## config.mk

```make
export PLATFORM = sky130hd
export DESIGN_NAME = slb_viol_detect
export DESIGN_NICKNAME = d
export VERILOG_FILES = /design/src/rtl/slb_pkg.sv /design/src/rtl/slb_alloc.sv /design/src/rtl/slb_match.sv /design/src/rtl/slb_viol_detect.sv
export SDC_FILE = /design/constraint.sdc
export NUM_CORES = 1
export LEC_CHECK = 0
export ABC_CLOCK_PERIOD_IN_PS = 22700
export BUFFER_PORTS_ARGS = -buffer_cell sky130_fd_sc_hd__buf_2
export CAP_MARGIN = 25
export CORE_UTILIZATION = 54
export DETAILED_ROUTE_END_ITERATION = 12
export GPL_TIMING_DRIVEN = 1
export PLACE_DENSITY = 0.72
export SLEW_MARGIN = 25
export SYNTH_ARGS = -nofsm -noshare
export SYNTH_HDL_FRONTEND = slang
export SYNTH_SLANG_ARGS = --single-unit
export TNS_END_PERCENT = 50
```

## constraint.sdc

```tcl
create_clock -name clk -period 22.7 [get_ports clk]
set_input_delay 1.135 -clock clk [delete_from_list [all_inputs] [get_ports clk]]
set_output_delay 1.135 -clock clk [all_outputs]
set_load 0.03 [all_outputs]
```

## src/rtl/slb_pkg.sv

```systemverilog
package slb_pkg;
    localparam int SLB_ENTRIES = 8;
    localparam int SLB_INUM_W  = 6;
    localparam int SLB_ADDR_W  = 32;
    localparam int SLB_TAG_W   = 12;
endpackage

```

## src/rtl/slb_alloc.sv

```systemverilog
module slb_alloc #(
    parameter int N     = slb_pkg::SLB_ENTRIES,
    localparam int IW   = (N > 1) ? $clog2(N) : 1
) (
    input  logic [N-1:0]  vld,
    output logic [IW-1:0] free_idx,
    output logic          full
);
    always_comb begin
        free_idx = '0;
        for (int i = N - 1; i >= 0; i--) begin
            if (!vld[i]) free_idx = IW'(i);
        end
        full = &vld;
    end
endmodule

```

## src/rtl/slb_match.sv

```systemverilog
module slb_match #(
    parameter int N      = slb_pkg::SLB_ENTRIES,
    parameter int INUM_W = slb_pkg::SLB_INUM_W,
    parameter int TAG_W  = slb_pkg::SLB_TAG_W
) (
    input  logic [N-1:0]             vld,
    input  logic [N-1:0][INUM_W-1:0] inum,
    input  logic [N-1:0][TAG_W-1:0]  tag,
    input  logic                     new_v,
    input  logic [INUM_W-1:0]        new_inum,
    input  logic [TAG_W-1:0]         new_tag,
    input  logic [INUM_W-1:0]        head_inum,
    input  logic [INUM_W-1:0]        st_inum,
    input  logic [TAG_W-1:0]         st_tag,
    output logic                     hit,
    output logic [INUM_W-1:0]        hit_inum
);
    localparam int C = N + 1;

    logic [C-1:0]             c_v;
    logic [C-1:0][INUM_W-1:0] c_inum;
    logic [C-1:0][TAG_W-1:0]  c_tag;
    logic [C-1:0]             c_hit;

    assign c_v    = {new_v, vld};
    assign c_inum = {new_inum, inum};
    assign c_tag  = {new_tag, tag};

    logic [INUM_W-1:0] st_age;
    assign st_age = st_inum - head_inum;

    for (genvar g = 0; g < C; g++) begin : g_cmp
        logic [INUM_W-1:0] age;
        assign age      = c_inum[g] - head_inum;
        assign c_hit[g] = c_v[g] && (c_tag[g] == st_tag) && (age > st_age);
    end

    always_comb begin
        logic [INUM_W-1:0] best_age;
        logic [INUM_W-1:0] a;
        hit      = 1'b0;
        hit_inum = '0;
        best_age = '1;
        for (int i = 0; i < C; i++) begin
            a = c_inum[i] - head_inum;
            if (c_hit[i] && (!hit || a < best_age)) begin
                hit      = 1'b1;
                hit_inum = c_inum[i];
                best_age = a;
            end
        end
    end
endmodule

```

## src/rtl/slb_viol_detect.sv

```systemverilog
module slb_viol_detect #(
    parameter int ENTRIES = slb_pkg::SLB_ENTRIES,
    parameter int INUM_W  = slb_pkg::SLB_INUM_W,
    parameter int ADDR_W  = slb_pkg::SLB_ADDR_W,
    parameter int TAG_W   = slb_pkg::SLB_TAG_W
) (
    input  logic              clk,
    input  logic              rst_n,
    input  logic [INUM_W-1:0] head_inum,
    input  logic              ld_valid,
    input  logic [INUM_W-1:0] ld_inum,
    input  logic [ADDR_W-1:0] ld_addr,
    input  logic              cm_valid,
    input  logic [INUM_W-1:0] cm_inum,
    input  logic              ab_valid,
    input  logic [INUM_W-1:0] ab_inum,
    input  logic              st_valid,
    input  logic [INUM_W-1:0] st_inum,
    input  logic [ADDR_W-1:0] st_addr,
    output logic              full,
    output logic              viol_valid,
    output logic [INUM_W-1:0] viol_inum
);
    localparam int IW = (ENTRIES > 1) ? $clog2(ENTRIES) : 1;

    typedef struct packed {
        logic [ENTRIES-1:0]             vld;
        logic [ENTRIES-1:0][INUM_W-1:0] inum;
        logic [ENTRIES-1:0][TAG_W-1:0]  tag;
        logic                           viol_v;
        logic [INUM_W-1:0]              viol_inum;
    } state_t;

    state_t s_d, s_q;

    logic [IW-1:0]     free_idx;
    logic              hit;
    logic [INUM_W-1:0] hit_inum;
    logic              ins;
    logic [TAG_W-1:0]  ld_tag, st_tag;

    assign ld_tag = ld_addr[TAG_W-1:0];
    assign st_tag = st_addr[TAG_W-1:0];
    assign ins    = ld_valid && !full;

    slb_alloc #(.N(ENTRIES)) u_alloc (
        .vld      (s_q.vld),
        .free_idx (free_idx),
        .full     (full)
    );

    slb_match #(.N(ENTRIES), .INUM_W(INUM_W), .TAG_W(TAG_W)) u_match (
        .vld       (s_q.vld),
        .inum      (s_q.inum),
        .tag       (s_q.tag),
        .new_v     (ins),
        .new_inum  (ld_inum),
        .new_tag   (ld_tag),
        .head_inum (head_inum),
        .st_inum   (st_inum),
        .st_tag    (st_tag),
        .hit       (hit),
        .hit_inum  (hit_inum)
    );

    always_comb begin
        logic [INUM_W-1:0] ab_age;
        logic [INUM_W-1:0] e_age;
        s_d        = s_q;
        s_d.viol_v = 1'b0;
        ab_age     = ab_inum - head_inum;
        if (ins) begin
            s_d.vld[free_idx]  = 1'b1;
            s_d.inum[free_idx] = ld_inum;
            s_d.tag[free_idx]  = ld_tag;
        end
        if (st_valid) begin
            s_d.viol_v    = hit;
            s_d.viol_inum = hit ? hit_inum : s_q.viol_inum;
        end
        for (int i = 0; i < ENTRIES; i++) begin
            e_age = s_d.inum[i] - head_inum;
            if (cm_valid && s_d.inum[i] == cm_inum) s_d.vld[i] = 1'b0;
            if (ab_valid && e_age >= ab_age)        s_d.vld[i] = 1'b0;
        end
    end

    always_ff @(posedge clk or negedge rst_n) begin
        if (!rst_n) s_q <= '0;
        else        s_q <= s_d;
    end

    assign viol_valid = s_q.viol_v;
    assign viol_inum  = s_q.viol_inum;


    full_no_insert_chk: assert property (@(posedge clk) disable iff (!rst_n)
        (full && ld_valid && !cm_valid && !ab_valid) |=> full);


    viol_from_check_chk: assert property (@(posedge clk) disable iff (!rst_n)
        viol_valid |-> $past(st_valid));


    viol_younger_chk: assert property (@(posedge clk) disable iff (!rst_n)
        viol_valid |-> (INUM_W'(viol_inum - $past(head_inum)) >
                        INUM_W'($past(st_inum) - $past(head_inum))));


    abort_head_clears_chk: assert property (@(posedge clk) disable iff (!rst_n)
        (ab_valid && ab_inum == head_inum && !ld_valid) |=> (s_q.vld == '0));
endmodule

```

==> reports/qor.yml <==
hold_path:
  min_path_type: "reg2reg"
clocking:
  clk_pin_slew_ns: 0.06
  cts_hold_buf: 0
  ctsHtreeMaxLevel: 4
  cts_resized: 0
  clk_path_buf_depth: 2
  numCtsBuffers: 17
  root_buffer: "clkbuf_16"
  cts_tree: "done"
  cts_sinks: 159
  insertion_delay_ns: 0.43
  postCtsSetupBuffers: 0
pwr:
  peakVddDrop_mv: 0.0866
  leakagePower_nw: 8.93
  cellPowerDensity_nw_per_um2: 102
  total_power_mw: 1.78
yosys:
  netlist_top_cells_count: "ha_1, xnor2_1, dfrtp_1"
  synth_fp_nets: 2036
  ys_ff_latch: 159
  syn_avg_cell_area_um2: 9.60
  synth_edf_count: 0
  mappedNetlistArea_um2: 16200
  synth.top_cell.area_share: 0.245
  synthesis.instances: 1689
  yosysTopAreaCell: "dfrtp_1"
  ys_seq_area_frac: 0.245
  synth_cell_types: 89
  async_flop_share: 1.00
  yosys_warnings: 0
  synth_most_common_cell: "ha_1"
  synth_ff_type: "dfrtp_1"
  yosys-top-cells-area: "dfrtp_1, ha_1, xnor2_1"
layout:
  multi_input_area_um2: 11400
  ff_latch_area_um2: 3980
  fill_cells: 2553
  syn_to_final_growth_pct: 7.78
  fin_nets: 2069
  drive_above_1_share: 0.161
floorplan:
  die-area_um2: 30700
  die_h_um: 175
  core_area_um2: 29600
  start_util: 0.548
  rows: 63
  fp.dieW_um: 175
  io_pins: 108
routing:
  via_count: 12827
  avgRoutedWirePerCell_um: 20.9
  drt_pass1_iterations: 6
  ant_nets: 0
  drt_iter0_markers: 903
  via_per_inst: 6.04
  wl_um: 44500
  drc: 0
worst_setup_path:
  max_stage_delay_ns: 0.59
  worst_path_max_delay_cell: "o21a_1"
  critPathArrivalTime_ns: 20.77
  critical_path_class: "in2reg"
  cp-end-kind: "register"
  crit_fanout: 20
  start_kind: "input port"
  crit_top_cell: "a21o_1"
  crit_required_ns: 22.98
sta:
  fin_tns_setup_ns: 0
  setup_viol: 0
  rsz0062_at_grt: "false"
  layout_worst_path_cycle_share: 0.902
  drv_slew: 0
  final-hold-violation-count: 0
  worst_slack_ns: 2.21
  relSlewSlack: 0.293
  min_period_ns: 20.49
  maxClockFrequency_mhz: 48.8
  clock_skew_ns: 0.0117
  worst_slew_pin_slew_ns: 1.06
grt:
  overflow: 0
  grtUsageTotal: 0.294
  antenna_found_initial: 1
  grt_pass1_vias: 12558
  grt_pass1_wl_um: 69800
  grt_max_degree: 82
placed_design:
  io_buffers: 67
  place_hpwl_um: 34100
  dp_slack_ns: 2.03
  place_congestion: 0.957
run:
  drv_cap: 0
run_status:
  outcome: "complete, no violations"
worst max-delay path: cells and delay by family:
kind	cells	cell delay, ns
AOI/OAI and AO/OA	49	11.49
adders and majority gates	10	2.91
muxes	6	1.81
and+or+nand+nor	11	1.71
buffers and inverters	10	1.57
xor gates and xnor gates	1	0.13
per-stage QoR:
stage	hold WS, ns	util	cell area (um^2)	instances
2_1_floorplan	0.493	-	16200	1689
3_3_place_gp	0.508	0.570	16900	2092
3_5_place_dp	0.515	0.571	16900	2093
4_1_cts	0.529	0.591	17500	2124
5_1_grt	0.536	0.591	17500	2124
6_report	0.527	0.591	17500	2125
cells in the final DEF (no fill, tap or decap), types with 35 or more instances in the layout:
master / n
xor2_1: 60
mux2_2: 130
inv_1: 139
a21oi_1: 101
dfrtp_1: 159
buf_2: 66
ha_1: 228
nor2_1: 48
mux2i_1: 48
o21ai_0: 35
nand2_1: 62
xnor2_1: 178
a21o_1: 94
metal layers:
layer / track usage / vias up / wire length, um
met5: 0 / - / 13
met4: 0.0975 / 2 / 1220
met3: 0.0329 / 91 / 2230
met2: 0.477 / 378 / 20600
met1: 0.407 / 6274 / 20400
li1: - / 6082 / -
final cells by class:
class / instances / area share
clock inverter: 11 / 0.00895
antenna: 1 / 0.000143
tap: 390 / 0.0279
timing repair buffer: 81 / 0.0262
sequential: 159 / 0.228
clock buffer: 20 / 0.0250
multi-input combinational: 1322 / 0.654
inverter: 141 / 0.0303
where the power goes:
group | leakage, nW | internal, mW | switching [mW]
Sequential | 2.05 | 0.375 | 0.0850
Combinational | 6.59 | 0.476 | 0.548
Clock | 0.289 | 0.174 | 0.118
path summary, 6_finish.rpt:
path	from	endpoint	slack [ns]	depth (start not counted)
setup / recovery	head_inum[1]	viol_inum[2]	2.21	87
hold / removal	register	register	0.53	1
setup reg to reg	s_q[104]	viol_inum[2]	3.51	83
hold reg to reg	register	register	0.53	1
max in group asynchronous	rst_n	s_q[115]	20.79	2
min in group asynchronous	rst_n	asynchronous set/reset pin	0.73	1
kinds of logic after synthesis:
kind of cell,after synthesis,share of synthesized area
compound gates,350,0.148
simple gates,300,0.101
fa+ha+maj,251,0.202
xor+xnor,239,0.129
buf+inv,208,0.0510
mux,182,0.124
flops,159,0.245
Note: power is estimated with default switching activity, not from simulation.
